File: config.mk
export PLATFORM = sky130hd
export DESIGN_NAME = chain_frame_ctrl
export DESIGN_NICKNAME = d
export VERILOG_FILES = /design/src/rtl/ccf_pkg.sv /design/src/rtl/half_tick.sv /design/src/rtl/frame_tx.sv /design/src/rtl/status_rx.sv /design/src/rtl/chain_frame_ctrl.sv
export SDC_FILE = /design/constraint.sdc
export NUM_CORES = 2
export LEC_CHECK = 0
export ABC_AREA = 1
export BUFFER_PORTS_ARGS = -buffer_cell sky130_fd_sc_hd__buf_2
export CAP_MARGIN = 20
export CORE_AREA = 2 2 461 463
export CTS_CLUSTER_SIZE = 30
export DETAILED_ROUTE_END_ITERATION = 8
export DIE_AREA = 0 0 463 465
export GPL_ROUTABILITY_DRIVEN = 0
export HOLD_SLACK_MARGIN = 0.02
export PLACE_DENSITY = 0.44
export SLEW_MARGIN = 15
export SYNTH_ARGS = -nofsm -noshare
export SYNTH_HDL_FRONTEND = slang
export SYNTH_SLANG_ARGS = --single-unit
export TNS_END_PERCENT = 5
File: constraint.sdc
create_clock -name clk -period 45.4 [get_ports clk]
set_input_delay 6.81 -clock clk [delete_from_list [all_inputs] [get_ports clk]]
set_output_delay 6.81 -clock clk [all_outputs]
set_load 0.05 [all_outputs]
File: src/rtl/ccf_pkg.sv
package ccf_pkg;
  localparam int FRAME_W = 194;
  localparam int EN_POS  = 193;
  localparam int SEL_POS = 192;

  typedef enum logic [1:0] {
    OP_GS   = 2'b00,
    OP_DC   = 2'b01,
    OP_DCGS = 2'b10,
    OP_RSV  = 2'b11
  } op_e;

  typedef enum logic [1:0] {
    ST_IDLE,
    ST_SHIFT,
    ST_GAP,
    ST_LATCH
  } state_e;
endpackage

File: src/rtl/half_tick.sv
module half_tick #(
  parameter int HALF_DIV = 2
) (
  input  logic clk,
  input  logic rst_n,
  input  logic run,
  output logic tick
);
  localparam int CW = $clog2(HALF_DIV + 1);

  logic [CW-1:0] cnt_q, cnt_d;

  assign tick = run && (cnt_q == CW'(HALF_DIV - 1));

  always_comb begin
    if (!run || tick) cnt_d = '0;
    else              cnt_d = cnt_q + 1'b1;
  end

  always_ff @(posedge clk or negedge rst_n) begin
    if (!rst_n) cnt_q <= '0;
    else        cnt_q <= cnt_d;
  end
endmodule

File: src/rtl/frame_tx.sv
module frame_tx
  import ccf_pkg::*;
#(
  parameter int N_DEV = 2
) (
  input  logic                     clk,
  input  logic                     rst_n,
  input  logic                     load,
  input  logic                     shift,
  input  logic                     is_dc,
  input  logic                     led_en,
  input  logic [N_DEV*FRAME_W-1:0] frames_in,
  output logic                     msb
);
  localparam int TOTAL = N_DEV * FRAME_W;

  logic [TOTAL-1:0] composed;
  logic [TOTAL-1:0] sh_q, sh_d;

  always_comb begin
    composed = frames_in;
    for (int k = 0; k < N_DEV; k++) begin
      composed[k*FRAME_W + EN_POS]  = led_en;
      composed[k*FRAME_W + SEL_POS] = is_dc;
    end
  end

  always_comb begin
    if (load)       sh_d = composed;
    else if (shift) sh_d = {sh_q[TOTAL-2:0], 1'b0};
    else            sh_d = sh_q;
  end

  always_ff @(posedge clk or negedge rst_n) begin
    if (!rst_n) sh_q <= '0;
    else        sh_q <= sh_d;
  end

  assign msb = sh_q[TOTAL-1];
endmodule

File: src/rtl/status_rx.sv
module status_rx
  import ccf_pkg::*;
#(
  parameter int N_DEV = 2
) (
  input  logic                     clk,
  input  logic                     rst_n,
  input  logic                     ret_clk,
  input  logic                     ret_dat,
  input  logic                     commit,
  output logic [N_DEV*FRAME_W-1:0] status_out
);
  localparam int TOTAL = N_DEV * FRAME_W;
  localparam int SYNC  = 3;

  logic [SYNC-1:0]  ck_s, dt_s;
  logic             rise;
  logic [TOTAL-1:0] sh_q, sh_d;
  logic [TOTAL-1:0] st_q, st_d;

  // Data tap is one stage older than the clock tap: the bit held before the edge.
  assign rise = ck_s[1] & ~ck_s[2];

  always_comb begin
    sh_d = rise   ? {sh_q[TOTAL-2:0], dt_s[2]} : sh_q;
    st_d = commit ? sh_q : st_q;
  end

  always_ff @(posedge clk or negedge rst_n) begin
    if (!rst_n) begin
      ck_s <= '0;
      dt_s <= '0;
      sh_q <= '0;
      st_q <= '0;
    end else begin
      ck_s <= {ck_s[SYNC-2:0], ret_clk};
      dt_s <= {dt_s[SYNC-2:0], ret_dat};
      sh_q <= sh_d;
      st_q <= st_d;
    end
  end

  assign status_out = st_q;
endmodule

File: src/rtl/chain_frame_ctrl.sv
module chain_frame_ctrl
  import ccf_pkg::*;
#(
  parameter int N_DEV         = 2,
  parameter int HALF_DIV      = 2,
  parameter int LATCH_PERIODS = 2
) (
  input  logic                     clk,
  input  logic                     rst_n,
  input  logic                     start,
  input  logic [1:0]               op,
  input  logic                     led_en,
  input  logic [N_DEV*FRAME_W-1:0] gs_frames,
  input  logic [N_DEV*FRAME_W-1:0] dc_frames,
  output logic                     busy,
  output logic                     done,
  output logic                     ser_clk,
  output logic                     ser_dat,
  output logic                     ser_latch,
  input  logic                     ret_clk,
  input  logic                     ret_dat,
  output logic [N_DEV*FRAME_W-1:0] status_frames
);
  localparam int TOTAL       = N_DEV * FRAME_W;
  localparam int BCW         = $clog2(TOTAL);
  localparam int LATCH_TICKS = 2 * LATCH_PERIODS;
  localparam int LCW         = $clog2(LATCH_TICKS + 1);

  logic rst_meta, rst_sys;

  always_ff @(posedge clk or negedge rst_n) begin
    if (!rst_n) begin
      rst_meta <= 1'b0;
      rst_sys  <= 1'b0;
    end else begin
      rst_meta <= 1'b1;
      rst_sys  <= rst_meta;
    end
  end

  state_e         state_q, state_d;
  logic           sck_q, sck_d;
  logic           ld_q, ld_d;
  logic           done_q, done_d;
  logic [BCW-1:0] bit_q, bit_d;
  logic [LCW-1:0] lt_q, lt_d;
  logic           pend_q, pend_d;
  logic           en_q, en_d;
  logic           dc_q, dc_d;
  logic           tick, load, shift, commit;
  logic           tx_msb;
  logic [TOTAL-1:0] load_src;

  half_tick #(.HALF_DIV(HALF_DIV)) u_tick (
    .clk  (clk),
    .rst_n(rst_sys),
    .run  (state_q != ST_IDLE),
    .tick (tick)
  );

  always_comb begin
    state_d = state_q;
    sck_d   = sck_q;
    ld_d    = ld_q;
    done_d  = 1'b0;
    bit_d   = bit_q;
    lt_d    = lt_q;
    pend_d  = pend_q;
    en_d    = en_q;
    dc_d    = dc_q;
    load    = 1'b0;
    shift   = 1'b0;
    commit  = 1'b0;
    unique case (state_q)
      ST_IDLE: begin
        if (start) begin
          state_d = ST_SHIFT;
          en_d    = led_en;
          pend_d  = (op == OP_DCGS);
          dc_d    = (op == OP_DC) || (op == OP_DCGS);
          bit_d   = '0;
          load    = 1'b1;
        end
      end
      ST_SHIFT: begin
        if (tick) begin
          if (!sck_q) begin
            sck_d = 1'b1;
          end else begin
            sck_d = 1'b0;
            if (bit_q == BCW'(TOTAL - 1)) begin
              bit_d   = '0;
              state_d = ST_GAP;
            end else begin
              bit_d = bit_q + 1'b1;
              shift = 1'b1;
            end
          end
        end
      end
      ST_GAP: begin
        if (tick) begin
          ld_d    = 1'b1;
          lt_d    = '0;
          state_d = ST_LATCH;
        end
      end
      ST_LATCH: begin
        if (tick) begin
          if (lt_q == LCW'(LATCH_TICKS - 1)) begin
            ld_d   = 1'b0;
            commit = 1'b1;
            if (pend_q) begin
              pend_d  = 1'b0;
              dc_d    = 1'b0;
              load    = 1'b1;
              state_d = ST_SHIFT;
            end else begin
              done_d  = 1'b1;
              state_d = ST_IDLE;
            end
          end else begin
            lt_d = lt_q + 1'b1;
          end
        end
      end
      default: state_d = ST_IDLE;
    endcase
  end

  always_ff @(posedge clk or negedge rst_sys) begin
    if (!rst_sys) begin
      state_q <= ST_IDLE;
      sck_q   <= 1'b0;
      ld_q    <= 1'b0;
      done_q  <= 1'b0;
      bit_q   <= '0;
      lt_q    <= '0;
      pend_q  <= 1'b0;
      en_q    <= 1'b0;
      dc_q    <= 1'b0;
    end else begin
      state_q <= state_d;
      sck_q   <= sck_d;
      ld_q    <= ld_d;
      done_q  <= done_d;
      bit_q   <= bit_d;
      lt_q    <= lt_d;
      pend_q  <= pend_d;
      en_q    <= en_d;
      dc_q    <= dc_d;
    end
  end

  assign load_src = dc_d ? dc_frames : gs_frames;

  frame_tx #(.N_DEV(N_DEV)) u_tx (
    .clk      (clk),
    .rst_n    (rst_sys),
    .load     (load),
    .shift    (shift),
    .is_dc    (dc_d),
    .led_en   (en_d),
    .frames_in(load_src),
    .msb      (tx_msb)
  );

  status_rx #(.N_DEV(N_DEV)) u_rx (
    .clk       (clk),
    .rst_n     (rst_sys),
    .ret_clk   (ret_clk),
    .ret_dat   (ret_dat),
    .commit    (commit),
    .status_out(status_frames)
  );

  assign busy      = (state_q != ST_IDLE);
  assign done      = done_q;
  assign ser_clk   = sck_q;
  assign ser_latch = ld_q;
  assign ser_dat   = (state_q == ST_SHIFT) && tx_msb;
endmodule

# Word-level counts from Yosys, hierarchy flattened
# Index checks and enable logic that the tools add are counted.
# Widths: inputs -> output; s select.
# totals
regBits,1194
in_bits,784
output_inout_bits,393
word_cells,107
# classes
addsub,3
n_eq_ne,16
muxes,52
bitwise_logic,2
reduce_logical,17
# op_table
op,count
$mux 388,2
$mux 386,1
$mux 9,4
$mux 1,27
$pmux 9 s2,1
$mux 2,8
$reduce_and 4->1,4
$ne 2x2->1 const B,5
$reduce_bool 2->1,5
$add 9x1->9 const B,1
$eq 9x9->1 const B,1
$mux 3,3
$pmux 1 s2,4
$pmux 2 s4,1
$reduce_and 7->1,1
$eq 2x1->1 const B,3
$eq 2x2->1 const B,3
$ne 2x1->1 const B,3
$pmux 3 s2,1
$add 3x1->3 const B,1
$eq 3x2->1 const B,1
$add 2x1->2 const B,1
$logic_and 1x1->1,2
$logic_not 2->1,1
other kinds (5),6

# Logic depth before layout (Yosys ltp)
# depth
ltp_word,7
ltp_mapped,14
mapped_depth_nobuf,12

# Hierarchy
# From an unflattened synthesis, not the netlist that was laid out.
# hier_totals
cells_unflattened,6917
hier_area_um2,55248.0
# by_module_without_submodules
module,n_inst,cells_each,area_each_um2,seq_area_each_um2
status_rx,1,3326,30614.4,19568.8
frame_tx,1,2109,17372.9,9709.3
chain_frame_ctrl,1,1472,7171.9,550.5
half_tick,1,10,88.8,50.0

# Worst setup path before layout
# Ideal clock, no wire load.
# synth_timing
kind,input port to flip-flop
startpoint,input op[0]
endpoint,register u_tx.sh_q[377]
setup_time_ns,0.123
arrival_time_ns,7.932
required_ns,45.277
path_slack_ns,37.345
cell_stages,9
n_path_buf,2
path_cell_list,inv_1 > ha_1 > inv_1 > nand2_2 > buf_2 > buf_1 > nand3_1 > nand3_1 > a21oi_1
# synth_between
elab_chain_len,6
elab_cells_between_ends,7
cone_classes,eq/ne (2); mux (4); reduce/logical (1)
# synth_lines
item,line,text
start: declaration,chain_frame_ctrl.sv:11,"input logic [1:0] op,"
$eq 2x1->1 / $eq 2x2->1 (equally long branches),chain_frame_ctrl.sv:80,dc_d = (op == OP_DC) || (op == OP_DCGS);
$logic_or 1x1->1 (*),chain_frame_ctrl.sv:80,
$mux 1 (*),chain_frame_ctrl.sv:76,if (start) begin
$pmux 1 s2 (*),chain_frame_ctrl.sv:74,unique case (state_q)
$mux 386 (*),chain_frame_ctrl.sv:155,assign load_src = dc_d ? dc_frames : gs_frames;
$mux 388 (*),frame_tx.sv:29,if (load) sh_d = composed;
end signal: assignment,frame_tx.sv:35,if (!rst_n) sh_q <= '0;
end signal: assignment,frame_tx.sv:36,else sh_q <= sh_d;
end: declaration,frame_tx.sv:18,"logic [TOTAL-1:0] sh_q, sh_d;"
# Mark *: on every way between the ends. The rest lies on a longest branch, timed or not.
# A chain may end at the register's enable or synchronous reset.

# Worst setup path after layout
# layout_timing
startpoint,input start
endpoint,register u_tx.sh_q[66]
# layout_between
elab_chain_len,4
elab_cells_between_ends,7
cone_classes,mux (6); reduce/logical (1)
# layout_lines
item,line,text
start: declaration,chain_frame_ctrl.sv:10,"input logic start,"
$mux 1,chain_frame_ctrl.sv:76,
$pmux 1 s2,chain_frame_ctrl.sv:74,
$mux 386,chain_frame_ctrl.sv:155,
$mux 388,frame_tx.sv:29,
# Parallel ways exist; a longest one is shown, timed or not.

==> results.md <==
Clocking:
- The number of setup buffers added after CTS is 0.
- The clock buffer count from CTS is 142.
- The cell sitting at the root of the clock tree is a clkbuf_16.
- After clock tree synthesis, the clock-pin slew on the worst setup and hold paths is 0.06 ns.
- The number of buffers between clock root and the deepest sink is 3.
- CTS built an H-tree with a depth of 4.
- The clock reaches the later pin of the worst-skew pair after 0.79 ns.
- Hold repair after CTS inserted 0 buffers.
- The clock drives 1,194 sinks.
- The post-CTS resize count is 0.
- TritonCTS built the clock tree.

Synth:
- The average cell area after synthesis is 7.99 um^2.
- Summing every instance area after synthesis gives 54,500 um^2.
- The synthesized net count is 7,622.
- The post-synthesis compound-gate area fraction is 0.144.
- After synthesis, the largest family of logic cells by area is simple AND/OR/NAND/NOR gates.
- Counting distinct cell types in the post-synthesis netlist gives 35.
- The number of synthesized flops with an enable pin is 0.
- The synthesized design contains 1,194 register bits.
- For this run, the leading register cell type out of synthesis is dfrtp_1.
- Of all flip-flops after synthesis, the portion carrying an async set or reset was 1.00.
- Measured against the total synthesized area, the mux share comes to 0.000207.
- The fraction of the mapped netlist area in simple logic gates is 0.184.
- The xor/xnor share of the synthesized area is 0.000803.
- The portion of the post-synthesis area used by sequential elements is 0.548.
- The gate count of the mapped netlist is 6,828.
- The share of synthesized cell area in full adder, half adder and majority cells is 0.00229.
- Yosys printed 0 warnings.

STA:
- Adding up every negative setup slack in the final design gives 0 ns.
- The final count of negative-setup-slack endpoints is 0.
- The final-report hold violation count is 0.
- The worst relative slew slack is 0.153.
- Clock skew on the completed layout was measured at 0.0477 ns.
- In the finished design, the share of the clock period the worst path needs comes to 0.234.
- The post-route worst hold slack is 0.348 ns.
- The final-report max-slew violation count is 0.
- Setup repair after global routing left no endpoint under its margin.
- The transition at the pin with the smallest max-transition slack is 1.27 ns.
- Derived from the worst setup path, the maximum achievable clock frequency is 94.1 MHz.
- The clock period could shrink to 10.62 ns.

Floorplanning:
- The number of top-level design ports is 1,177.
- The floorplan step defined a core boundary enclosing 211,000 um^2.
- The floorplan has 169 rows.
- The die span in y is 465 um.
- The die span in x is 463 um.
- The area of the die is 215,000 um^2.
- For this configuration, the core starts out at a cell density of 0.259.

GRT:
- Entering global routing, the biggest net connects 278 pins.
- The number of global-route vias before repair is 46,100.
- Global routing finished with a remaining overflow of 0.
- The initial antenna violation count is 124.
- The global routing usage summed across all routing layers is 0.184.
- The first global-routing pass estimated 302,000 um of wire.

Min path:
- The worst hold path passes through 0 cells.
- The capture endpoint of the worst hold path is u_rx.ck_s[1].
- In this run the most critical hold path is launched from u_rx.ck_s[0].
- The min-delay analysis places its worst path in the category register to register.

Placement:
- In this run the tool buffered the top-level ports with 1,168 buffer cells.
- The half-perimeter wire length of the detailed placement result is 148,000 um.
- The total cell area at the placement stage is 62,400 um^2.

Finish:
- The area of all placed cells without fillers is 67,400 um^2.
- The final-stage net count is 8,518.
- The post-synthesis to final-layout area growth is 23.5%.
- The fraction of layout instances using a drive strength above 1 is 0.186.

Critical path:
- In this run the critical register-to-register path is captured at u_tx.sh_q[66].
- The cell count of the worst reg-to-reg path is 10.
- The worst register-to-register path begins at state_q[0].
- The critical path launch point type is a primary input.
- The setup check on the worst reg-to-reg path leaves a slack of 39.93 ns.
- The kind of end point of the critical path is a register.
- Data on the critical path arrives at its endpoint at 11.35 ns.
- The maximum net fanout on the critical path is 114.
- The class of the most critical setup path is primary input to register.
- The data required time of the worst path is 46.12 ns.

Pwr:
- The peak ir drop on the vdd network is 0.0000361 V.
- For this design the static power due to leakage is 33.6 nW.
- Power spread over the standard cell area amounts to 35.7 nW/um^2.

Job:
- Across the run, the number of max-cap violations was 0.

Detailed routing:
- The number of remaining DRC errors is 0.
- Summed over all layers, the routed wires come to 206,000 um.
- In this run, the number of DRC markers left after iteration 0 of detailed routing was 4,143.
- The via-per-instance ratio is 4.52.
- The first TritonRoute pass finished after 6 iterations.
- The routed layout has 48,300 vias.
- The count of nets left with antenna violations once routing finished came out at 0.
- The detailed-route wire length per cell is 19.2 um.

Status:
- The flow ran to the end, and the final reports show no timing, DRC or antenna violations.
-- report_power, final --
part / total (W) / internal [W] / switching, W
Combinational: 0.000126 / 0.0000476 / 0.0000780
Clock: 0.00118 / 0.000696 / 0.000488
Sequential: 0.00110 / 0.00109 / 0.0000110
Total: 0.00241 / 0.00183 / 0.000577
-- per-stage QoR --
step	instances	power, W	util	setup WS (ns)
2_1_floorplan	6828	0.00118	-	9.65
4_1_cts	10700	0.00245	0.319	34.90
3_5_place_dp	10400	0.00124	0.296	34.01
5_1_grt	10700	0.00251	0.319	34.48
3_3_place_gp	10400	0.00124	0.296	34.12
6_report	10700	0.00241	0.319	34.78
-- cell families after synthesis --
| group | Yosys count |
|---|---|
| compound gates | 1565 |
| xor+xnor | 5 |
| mux | 1 |
| flops | 1194 |
| buf+inv | 1652 |
| simple gates | 2400 |
| other cells | 1 |
| fa+ha+maj | 10 |
-- cell type report --
cell class / count / area, um^2
multi-input combinational: 3982 / 18200
antenna: 39 / 97.6
sequential: 1194 / 29900
clock buffer: 209 / 4140
inverter: 1183 / 4460
clock inverter: 44 / 737
fill: 22900 / 143000
tap: 2821 / 3530
timing repair buffer: 1221 / 6330
-- routing by layer --
layer	track usage	up-vias	part of all wire	wire length, um
met3	0.0575	370	0.076	15700
met5	0	-	0.0017	341
met4	0.0551	54	0.027	5650
met2	0.294	1426	0.47	96300
li1	-	23300	-	-
met1	0.238	23200	0.43	87500
-- cell usage in the layout (no fill, tap or decap), drive strengths merged, types with 30 or more instances in the layout --
cell type  netlist  routed
inv           1183    1186
clkinv           0      30
nor2           400     400
clkbuf         229     209
o21ai         1169    1169
nand2         1212    1212
diode            0      39
nand3          781     781
a21oi          388     388
buf            240    1221
dfrtp         1194    1194
-- flip-flops by register name, indices dropped and copies added (netlist names), 2 cells and up --
name,count
u_rx.sh_q,388
u_rx.status_out,388
u_tx.sh_q,388
bit_q,9
lt_q,3
u_rx.ck_s,3
u_rx.dt_s,3
state_q,2
u_tick.cnt_q,2
-- worst max path at each step --
| stage | start | end |
|---|---|---|
| 2_1_floorplan | rst_sys | bit_q[0] |
| 3_5_place_dp | start | u_tx.sh_q[66] |
| 5_1_grt | start | u_tx.sh_q[22] |
| 3_3_place_gp | start | u_tx.sh_q[34] |
| 6_report | start | u_tx.sh_q[66] |
| 4_1_cts | start | u_tx.sh_q[66] |
-- synth_stat cells (2+ instances only) --
library cell	instances	area share
nand2_2	5	0.00057
and3_1	2	0.00023
dfrtp_1	1194	0.55
nand4_1	2	0.00023
o31ai_1	2	0.00028
nand3_1	780	0.072
nand2_1	1207	0.083
nor3_1	3	0.00028
nor2_1	397	0.027
inv_1	1180	0.081
inv_2	2	0.00014
buf_1	16	0.0011
buf_6	5	0.0010
buf_2	202	0.019
xor2_1	5	0.00080
ha_1	10	0.0023
a21oi_1	388	0.036
clkbuf_1	229	0.016
buf_4	17	0.0023
o21ai_0	1167	0.11
-- worst max-delay path, cell delays in order --
cell	delay, ns
buf_2	0.12
nand2_2	0.09
nor2_2	0.09
a31oi_4	0.15
buf_4	0.65
buf_4	0.81
buf_4	0.90
buf_4	0.90
o21ai_0	0.27
a21oi_1	0.22
Note: power is estimated with default switching activity, not from simulation.
